==> src/rtl/tdma_pkg.sv <==
package tdma_pkg;
    localparam int REG_W = 16;

    localparam logic [1:0] OFS_CTRL = 2'd0;
    localparam logic [1:0] OFS_ADDR = 2'd1;
    localparam logic [1:0] OFS_CNT  = 2'd2;
    localparam logic [1:0] OFS_ACT  = 2'd3;

    localparam int CB_HI     = 4;
    localparam int CB_ERRCLR = 8;
    localparam int CB_ERR    = 10;
    localparam int CB_IEN    = 13;
    localparam int CB_DONE   = 15;

    typedef enum logic {
        SCH_IDLE  = 1'b0,
        SCH_FETCH = 1'b1
    } sch_state_e;
endpackage

==> src/rtl/tdma_rr_pick.sv <==
module tdma_rr_pick #(
    parameter int N    = 16,
    parameter int IDXW = $clog2(N)
) (
    input  logic [N-1:0]    req,
    input  logic [IDXW-1:0] last,
    output logic            any,
    output logic [IDXW-1:0] pick
);
    logic [IDXW-1:0] cand;

    // Scan from the farthest offset down so the nearest one after 'last' wins.
    always_comb begin
        any  = 1'b0;
        pick = last;
        cand = '0;
        for (int off = N; off >= 1; off--) begin
            cand = last + IDXW'(off);
            if (req[cand]) begin
                any  = 1'b1;
                pick = cand;
            end
        end
    end
endmodule

==> src/rtl/tdma_line.sv <==
module tdma_line
    import tdma_pkg::*;
#(
    parameter int HIW = 2,
    parameter int AW  = REG_W + HIW
) (
    input  logic             clk,
    input  logic             rst_n,
    input  logic             lo_we,
    input  logic             hi_we,
    input  logic             cnt_we,
    input  logic [REG_W-1:0] wdata,
    input  logic [HIW-1:0]   hi_wdata,
    input  logic             fetch_ok,
    input  logic [7:0]       fetch_byte,
    input  logic             tx_ready,
    output logic [AW-1:0]    cur_addr,
    output logic [REG_W-1:0] cnt_eff,
    output logic [REG_W-1:0] cnt_q,
    output logic             tx_valid,
    output logic [7:0]       tx_data
);
    logic [AW-1:0] base_addr;

    always_comb begin
        base_addr = cur_addr;
        if (hi_we) base_addr[AW-1 -: HIW] = hi_wdata;
        if (lo_we) base_addr[REG_W-1:0]   = wdata;
        cnt_eff = cnt_we ? wdata : cnt_q;
    end

    always_ff @(posedge clk or negedge rst_n) begin
        if (!rst_n) begin
            cur_addr <= '0;
            cnt_q    <= '0;
        end else begin
            cur_addr <= fetch_ok ? base_addr + AW'(1) : base_addr;
            cnt_q    <= fetch_ok ? cnt_eff + REG_W'(1) : cnt_eff;
        end
    end

    always_ff @(posedge clk or negedge rst_n) begin
        if (!rst_n) begin
            tx_valid <= 1'b0;
            tx_data  <= '0;
        end else if (fetch_ok) begin
            tx_valid <= 1'b1;
            tx_data  <= fetch_byte;
        end else if (tx_valid && tx_ready) begin
            tx_valid <= 1'b0;
        end
    end

    AST_TX_HOLD: assert property (@(posedge clk) disable iff (!rst_n)
        tx_valid && !tx_ready |=> tx_valid && $stable(tx_data));
    AST_NO_OVERWRITE: assert property (@(posedge clk) disable iff (!rst_n)
        fetch_ok |-> !tx_valid);
endmodule

==> src/rtl/tdma_sched_fsm.sv <==
module tdma_sched_fsm
    import tdma_pkg::*;
#(
    parameter int N    = 16,
    parameter int IDXW = $clog2(N)
) (
    input  logic            clk,
    input  logic            rst_n,
    input  logic [N-1:0]    elig,
    input  logic            mem_gnt,
    output logic            mem_req,
    output logic            fire,
    output logic [IDXW-1:0] cur_line
);
    sch_state_e      state_q, state_d;
    logic            any;
    logic [IDXW-1:0] pick;

    tdma_rr_pick #(.N(N), .IDXW(IDXW)) u_pick (
        .req  (elig),
        .last (cur_line),
        .any  (any),
        .pick (pick)
    );

    always_comb begin
        state_d = state_q;
        unique case (state_q)
            SCH_IDLE:  if (any)     state_d = SCH_FETCH;
            SCH_FETCH: if (mem_gnt) state_d = SCH_IDLE;
        endcase
    end

    always_ff @(posedge clk or negedge rst_n) begin
        if (!rst_n) begin
            state_q  <= SCH_IDLE;
            cur_line <= IDXW'(N - 1);
        end else begin
            state_q <= state_d;
            if (state_q == SCH_IDLE && any) cur_line <= pick;
        end
    end

    always_comb begin
        mem_req = (state_q == SCH_FETCH);
        fire    = (state_q == SCH_FETCH) && mem_gnt;
    end

    AST_REQ_HOLD: assert property (@(posedge clk) disable iff (!rst_n)
        mem_req && !mem_gnt |=> mem_req && $stable(cur_line));
endmodule

==> src/rtl/tdma_xmit_sched.sv <==
module tdma_xmit_sched
    import tdma_pkg::*;
#(
    parameter int NUM_LINES = 16,
    parameter int ADDR_HI_W = 2,
    localparam int IDXW     = $clog2(NUM_LINES),
    localparam int AW       = REG_W + ADDR_HI_W
) (
    input  logic                   clk,
    input  logic                   rst_n,
    input  logic                   reg_we,
    input  logic [1:0]             reg_sel,
    input  logic [15:0]            reg_wdata,
    output logic [15:0]            reg_rdata,
    output logic                   irq,
    output logic                   mem_req,
    output logic [AW-1:0]          mem_addr,
    input  logic                   mem_gnt,
    input  logic [7:0]             mem_rdata,
    input  logic                   mem_err,
    output logic [NUM_LINES-1:0]   tx_valid,
    output logic [NUM_LINES*8-1:0] tx_data,
    input  logic [NUM_LINES-1:0]   tx_ready
);
    logic [IDXW-1:0]      sel_q;
    logic                 ien_q, done_q, err_q;
    logic [NUM_LINES-1:0] act_q, clr_mask, set_mask, fetch_ok, elig;
    logic [AW-1:0]        line_addr    [NUM_LINES];
    logic [REG_W-1:0]     line_cnt     [NUM_LINES];
    logic [REG_W-1:0]     line_cnt_eff [NUM_LINES];
    logic                 ctrl_we, addr_we, cnt_we, act_we;
    logic                 fire, last, abort;
    logic [IDXW-1:0]      cur_line;
    logic [15:0]          ctrl_rd;

    always_comb begin
        ctrl_we = reg_we && reg_sel == OFS_CTRL;
        addr_we = reg_we && reg_sel == OFS_ADDR;
        cnt_we  = reg_we && reg_sel == OFS_CNT;
        act_we  = reg_we && reg_sel == OFS_ACT;
    end

    assign elig = act_q & ~tx_valid;

    tdma_sched_fsm #(.N(NUM_LINES), .IDXW(IDXW)) u_fsm (
        .clk      (clk),
        .rst_n    (rst_n),
        .elig     (elig),
        .mem_gnt  (mem_gnt),
        .mem_req  (mem_req),
        .fire     (fire),
        .cur_line (cur_line)
    );

    assign mem_addr = line_addr[cur_line];

    for (genvar g = 0; g < NUM_LINES; g++) begin : g_line
        assign fetch_ok[g] = fire && !mem_err && cur_line == IDXW'(g);

        tdma_line #(.HIW(ADDR_HI_W)) u_line (
            .clk        (clk),
            .rst_n      (rst_n),
            .lo_we      (addr_we && sel_q == IDXW'(g)),
            .hi_we      (ctrl_we && reg_wdata[IDXW-1:0] == IDXW'(g)),
            .cnt_we     (cnt_we && sel_q == IDXW'(g)),
            .wdata      (reg_wdata),
            .hi_wdata   (reg_wdata[CB_HI +: ADDR_HI_W]),
            .fetch_ok   (fetch_ok[g]),
            .fetch_byte (mem_rdata),
            .tx_ready   (tx_ready[g]),
            .cur_addr   (line_addr[g]),
            .cnt_eff    (line_cnt_eff[g]),
            .cnt_q      (line_cnt[g]),
            .tx_valid   (tx_valid[g]),
            .tx_data    (tx_data[g*8 +: 8])
        );
    end

    always_comb begin
        last     = fire && !mem_err && line_cnt_eff[cur_line] == {REG_W{1'b1}};
        abort    = fire && mem_err;
        clr_mask = (last || abort) ? (NUM_LINES'(1) << cur_line) : '0;
        set_mask = act_we ? reg_wdata[NUM_LINES-1:0] : '0;
    end

    always_ff @(posedge clk or negedge rst_n) begin
        if (!rst_n) begin
            act_q  <= '0;
            sel_q  <= '0;
            ien_q  <= 1'b0;
            done_q <= 1'b0;
            err_q  <= 1'b0;
        end else begin
            act_q <= (act_q & ~clr_mask) | set_mask;
            if (ctrl_we) begin
                sel_q <= reg_wdata[IDXW-1:0];
                ien_q <= reg_wdata[CB_IEN];
            end
            if (last)                               done_q <= 1'b1;
            else if (ctrl_we && !reg_wdata[CB_DONE]) done_q <= 1'b0;
            if (abort)                               err_q <= 1'b1;
            else if (ctrl_we && reg_wdata[CB_ERRCLR]) err_q <= 1'b0;
        end
    end

    always_comb begin
        ctrl_rd                       = '0;
        ctrl_rd[IDXW-1:0]             = sel_q;
        ctrl_rd[CB_HI +: ADDR_HI_W]   = line_addr[sel_q][AW-1 -: ADDR_HI_W];
        ctrl_rd[CB_ERR]               = err_q;
        ctrl_rd[CB_IEN]               = ien_q;
        ctrl_rd[CB_DONE]              = done_q;
        unique case (reg_sel)
            OFS_CTRL: reg_rdata = ctrl_rd;
            OFS_ADDR: reg_rdata = line_addr[sel_q][REG_W-1:0];
            OFS_CNT:  reg_rdata = line_cnt[sel_q];
            OFS_ACT:  reg_rdata = 16'(act_q);
        endcase
    end

    assign irq = done_q & ien_q;

    AST_FETCH_ACTIVE: assert property (@(posedge clk) disable iff (!rst_n)
        mem_req |-> act_q[cur_line]);
    AST_ERR_NO_BYTE: assert property (@(posedge clk) disable iff (!rst_n)
        fire && mem_err |=> !tx_valid[$past(cur_line)]);
    AST_LAST_RETIRES: assert property (@(posedge clk) disable iff (!rst_n)
        fire && !mem_err && line_cnt_eff[cur_line] == {REG_W{1'b1}} && !act_we
        |=> !act_q[$past(cur_line)]);
endmodule

==> config.mk <==
export PLATFORM = sky130hd
export DESIGN_NAME = tdma_xmit_sched
export DESIGN_NICKNAME = d
export VERILOG_FILES = /design/src/rtl/tdma_pkg.sv /design/src/rtl/tdma_rr_pick.sv /design/src/rtl/tdma_line.sv /design/src/rtl/tdma_sched_fsm.sv /design/src/rtl/tdma_xmit_sched.sv
export SDC_FILE = /design/constraint.sdc
export NUM_CORES = 2
export LEC_CHECK = 0
export BUFFER_PORTS_ARGS = -buffer_cell sky130_fd_sc_hd__buf_2
export CAP_MARGIN = 15
export CORE_ASPECT_RATIO = 1.75
export CORE_MARGIN = 1.5
export CORE_UTILIZATION = 40
export CTS_BUF_LIST = sky130_fd_sc_hd__clkbuf_2 sky130_fd_sc_hd__clkbuf_4 sky130_fd_sc_hd__clkbuf_8
export DETAILED_ROUTE_END_ITERATION = 8
export PLACE_DENSITY = 0.56
export SYNTH_ARGS = -nofsm -noshare
export SYNTH_HDL_FRONTEND = slang
export SYNTH_SLANG_ARGS = --single-unit
==> constraint.sdc <==
create_clock -name clk -period 5 [get_ports clk]
set_input_delay 0.25 -clock clk [delete_from_list [all_inputs] [get_ports clk]]
set_output_delay 0.25 -clock clk [all_outputs]
set_load 0.01 [all_outputs]
==> metrics <==
clk sinks=about 700; Ports=between 200 and 250; drt pass-1 iters=7; Post-synth EDFFs=0; Die Height=474.2 um; RSZ-0062 raised after global routing=false; global-route wire length before repair=344.1 mm; Max Cap Viol=0; Tot Pwr=29670 uW; Worst VDD drop=around 290 uV; Initial Util=just over 40%; Fin Setup TNS=0 ns; total gr overflow=0; core area=approximately 0.13 mm2; top-count cell post-synth=nand2_1; CTS tree=done; Seq/Total Area, Yosys=between 30% and 40%; top cells by area, synth=dfrtp_1 35%, mux4_2 13%, nand2_1 7.5%, mux2i_1 6.6%, xnor2_1 6.2%; Hold Vio Cnt, Final=0; clk_skew=between 0.08 and 0.09 ns; fraction of layout instances using a drive strength above 1=19.84%; Pwr Density=between 500 and 600 mW/mm2; Worst Path Required=between 4 and 5 ns; Bufs and invs on worst path=3; largest net degree at the start of global routing=122; synth warn=0; critical path endpoint category=output port; Fin Hold WS=between 0.05 and 0.06 ns; die area=between 0.1 and 0.15 mm2; leading area contributor after synthesis=dfrtp_1; Critical Path, Cell by Cell=buf_4 -> buf_6 -> mux4_2 -> mux4_2 -> mux4_2 -> buf_2; die width=272.3 um; Via Count=approximately 46000; Final Wtd Congestion=around 1.1; CTS Buffer Depth=3; asr flop ratio synth=between 90% and 100%; Synth Register Bits=roughly 720; Routed Wire Length=roughly 240 mm; port bufs=between 200 and 250; worst hold-check path type=in2reg; minimum clock period=a little under 5 ns; worst skew pair latency=approximately 0.95 ns; CTS clock-pin slew for the worst setup and hold paths=roughly 0.070 ns; CP arrival=~4.6 ns; P_leak=about 0.024 uW; CP Launch Type=register; antenna violations before repair=42; post-synth net total=5505; delay-heaviest family, CP=multiplexers; Final Cycle Share=a little over nine tenths; Netlist cell types=a little over 80; Syn Area/Cell=approximately 9.4 um2; Worst Tran Pin Value=about 1.2 ns; CP max stage delay=0.72 ns; Top cell by count, worst path=mux4_2; Post-CTS Repair Setup Buffers=0; # setup viols final=0; Final #Nets=around 5800; Clock Tree Root=clkbuf_8; Routed Antenna Nets=0; Post-Place Worst Slack=about 0.9 ns; row cnt=~170; Most used DFF post-synth=dfrtp_1; Iter 0 DRT Violations=5004; area share of the largest cell type after synthesis=a little over a third; slowest CP cell=mux4_2; CTS Buf Count=~120; routed vias/inst=roughly 6.2; number of global-route vias before repair=approximately 46000; DRC=0; outcome=finished, final reports clean; fillers=around 12000; Final Instance Area=approximately 0.058 mm2; Cells after Synth=between 5000 and 6000; GR Util All Layers=between 30% and 40%; Slew HR=between 10% and 20%; final worst slack=roughly 0.18 ns; kind of critical path=reg2out; crit-path max FO=31; area grow syn2layout=13.97%; dpl cell area=roughly 0.055 mm2; Final HPWL DP=about 180 mm; f_max=207.7 MHz; wire length per cell=between 30 and 40 um; Syn Std Cell Area=0.05075 mm2; H-tree lvl count=3; Post-synth top cells=1011 x nand2_1, 712 x dfrtp_1, 442 x nor2_1; final max-slew violation count=0
layer usage:
layer	up-vias	routed length [um]	GRT usage, %
li1	19540	-	-
met1	22990	78500	39.17
met2	2695	114200	61.07
met3	1073	20680	9.661
met4	24	29270	37.33
met5	-	305	0.9535
flip-flops by register name, indices dropped and copies added, names as in the netlist:
signal	count
ien_q	1
u_fsm.mem_req	1
sel_q	4
u_fsm.cur_line	4
g_line.u_line.tx_valid	16
g_line.u_line.cnt_q	256
err_q	1
done_q	1
g_line.u_line.tx_data	128
g_line.u_line.cur_addr	288
act_q	16
cell families (layout without fill, tap and decap cells):
group / after synthesis / count (layout) / synth area share, %
flops: 716 / 716 / 35.31
fa+ha+maj: 49 / 49 / 1.208
xor+xnor: 703 / 703 / 12.13
simple gates: 2214 / 2214 / 19.88
compound gates: 587 / 587 / 6.844
buf+inv: 438 / 801 / 3.479
mux: 702 / 702 / 21.15
other cells: 0 / 29 / 0
cells in the final DEF, fill, tap and decap left out, types with 45 or more instances in the layout:
cell / netlist / routed
a21oi_1: 217 / 217
a31oi_1: 45 / 45
and3_1: 67 / 67
buf_2: 28 / 223
buf_4: 17 / 252
clkbuf_8: 0 / 159
dfrtp_1: 712 / 708
ha_1: 49 / 49
inv_1: 47 / 47
mux2_2: 77 / 77
mux2i_1: 336 / 336
mux4_2: 288 / 288
nand2_1: 1011 / 1011
nand3_1: 257 / 255
nand4_1: 110 / 110
nor2_1: 442 / 442
nor3_1: 78 / 63
o21ai_0: 183 / 183
xnor2_1: 357 / 357
xor2_1: 346 / 346
where the power goes:
group	internal, uW	total (uW)	switching [uW]
clock network	3270	6150	2870
registers	7540	10300	2720
logic	5650	13300	7620
total	16500	29700	13200
path summary, 6_finish.rpt:
check,startpoint,to,slack [ns],cells past startpoint
worst min register to register,g_line[1].u_line.tx_data[2],g_line[1].u_line.tx_data[2],0.47,2
worst max register to register,sel_q[2],g_line[6].u_line.cur_addr[17],0.48,9
min in group asynchronous,rst_n,g_line[3].u_line.tx_data[7],0.08,3
worst min-delay path,tx_ready[8],g_line[8].u_line.tx_valid,0.05,3
max in group asynchronous,rst_n,g_line[9].u_line.cur_addr[16],4.08,3
worst max-delay path,sel_q[0],reg_rdata[5],0.18,6
through the flow:
step | cells | util, %
after global routing | 7431 | 45.98
after detailed placement | 7161 | 43.42
after global placement | 7161 | 43.42
after floorplan | 5409 | -
final | 7454 | 46.02
after CTS | 7425 | 45.96
layout make-up:
class / instances / area (um2) / area share [%]
multi-input cells: 4255 / 31160 / 53.87
flip-flops and latches: 716 / 17940 / 31.02
repair buffers: 527 / 3642 / 6.297
clock buffers: 190 / 2421 / 4.186
well taps: 1653 / 2068 / 3.576
clock inverters: 33 / 347.8 / 0.6014
inverters: 51 / 191.4 / 0.3310
diodes: 29 / 72.57 / 0.1255
worst register-to-register path: stages, from the launching register on:
cell and delay, ns:
dfrtp_2 0.88, nand3b_1 0.43, nor4_1 1.05, o21ai_0 0.50, nand2b_1 0.48, nand2b_1 0.31, nor3b_1 0.37, nand2_1 0.11
xor2_1 0.17, mux2i_1 0.16
repair_timing:
item                                    in CTS  in global routing
hold buffers                                41                  0
gates resized for setup                      0                  1
endpoints found under the setup margin       0                  7
hold endpoints to repair                   505                  0
Power figures use the tool's default switching activity.
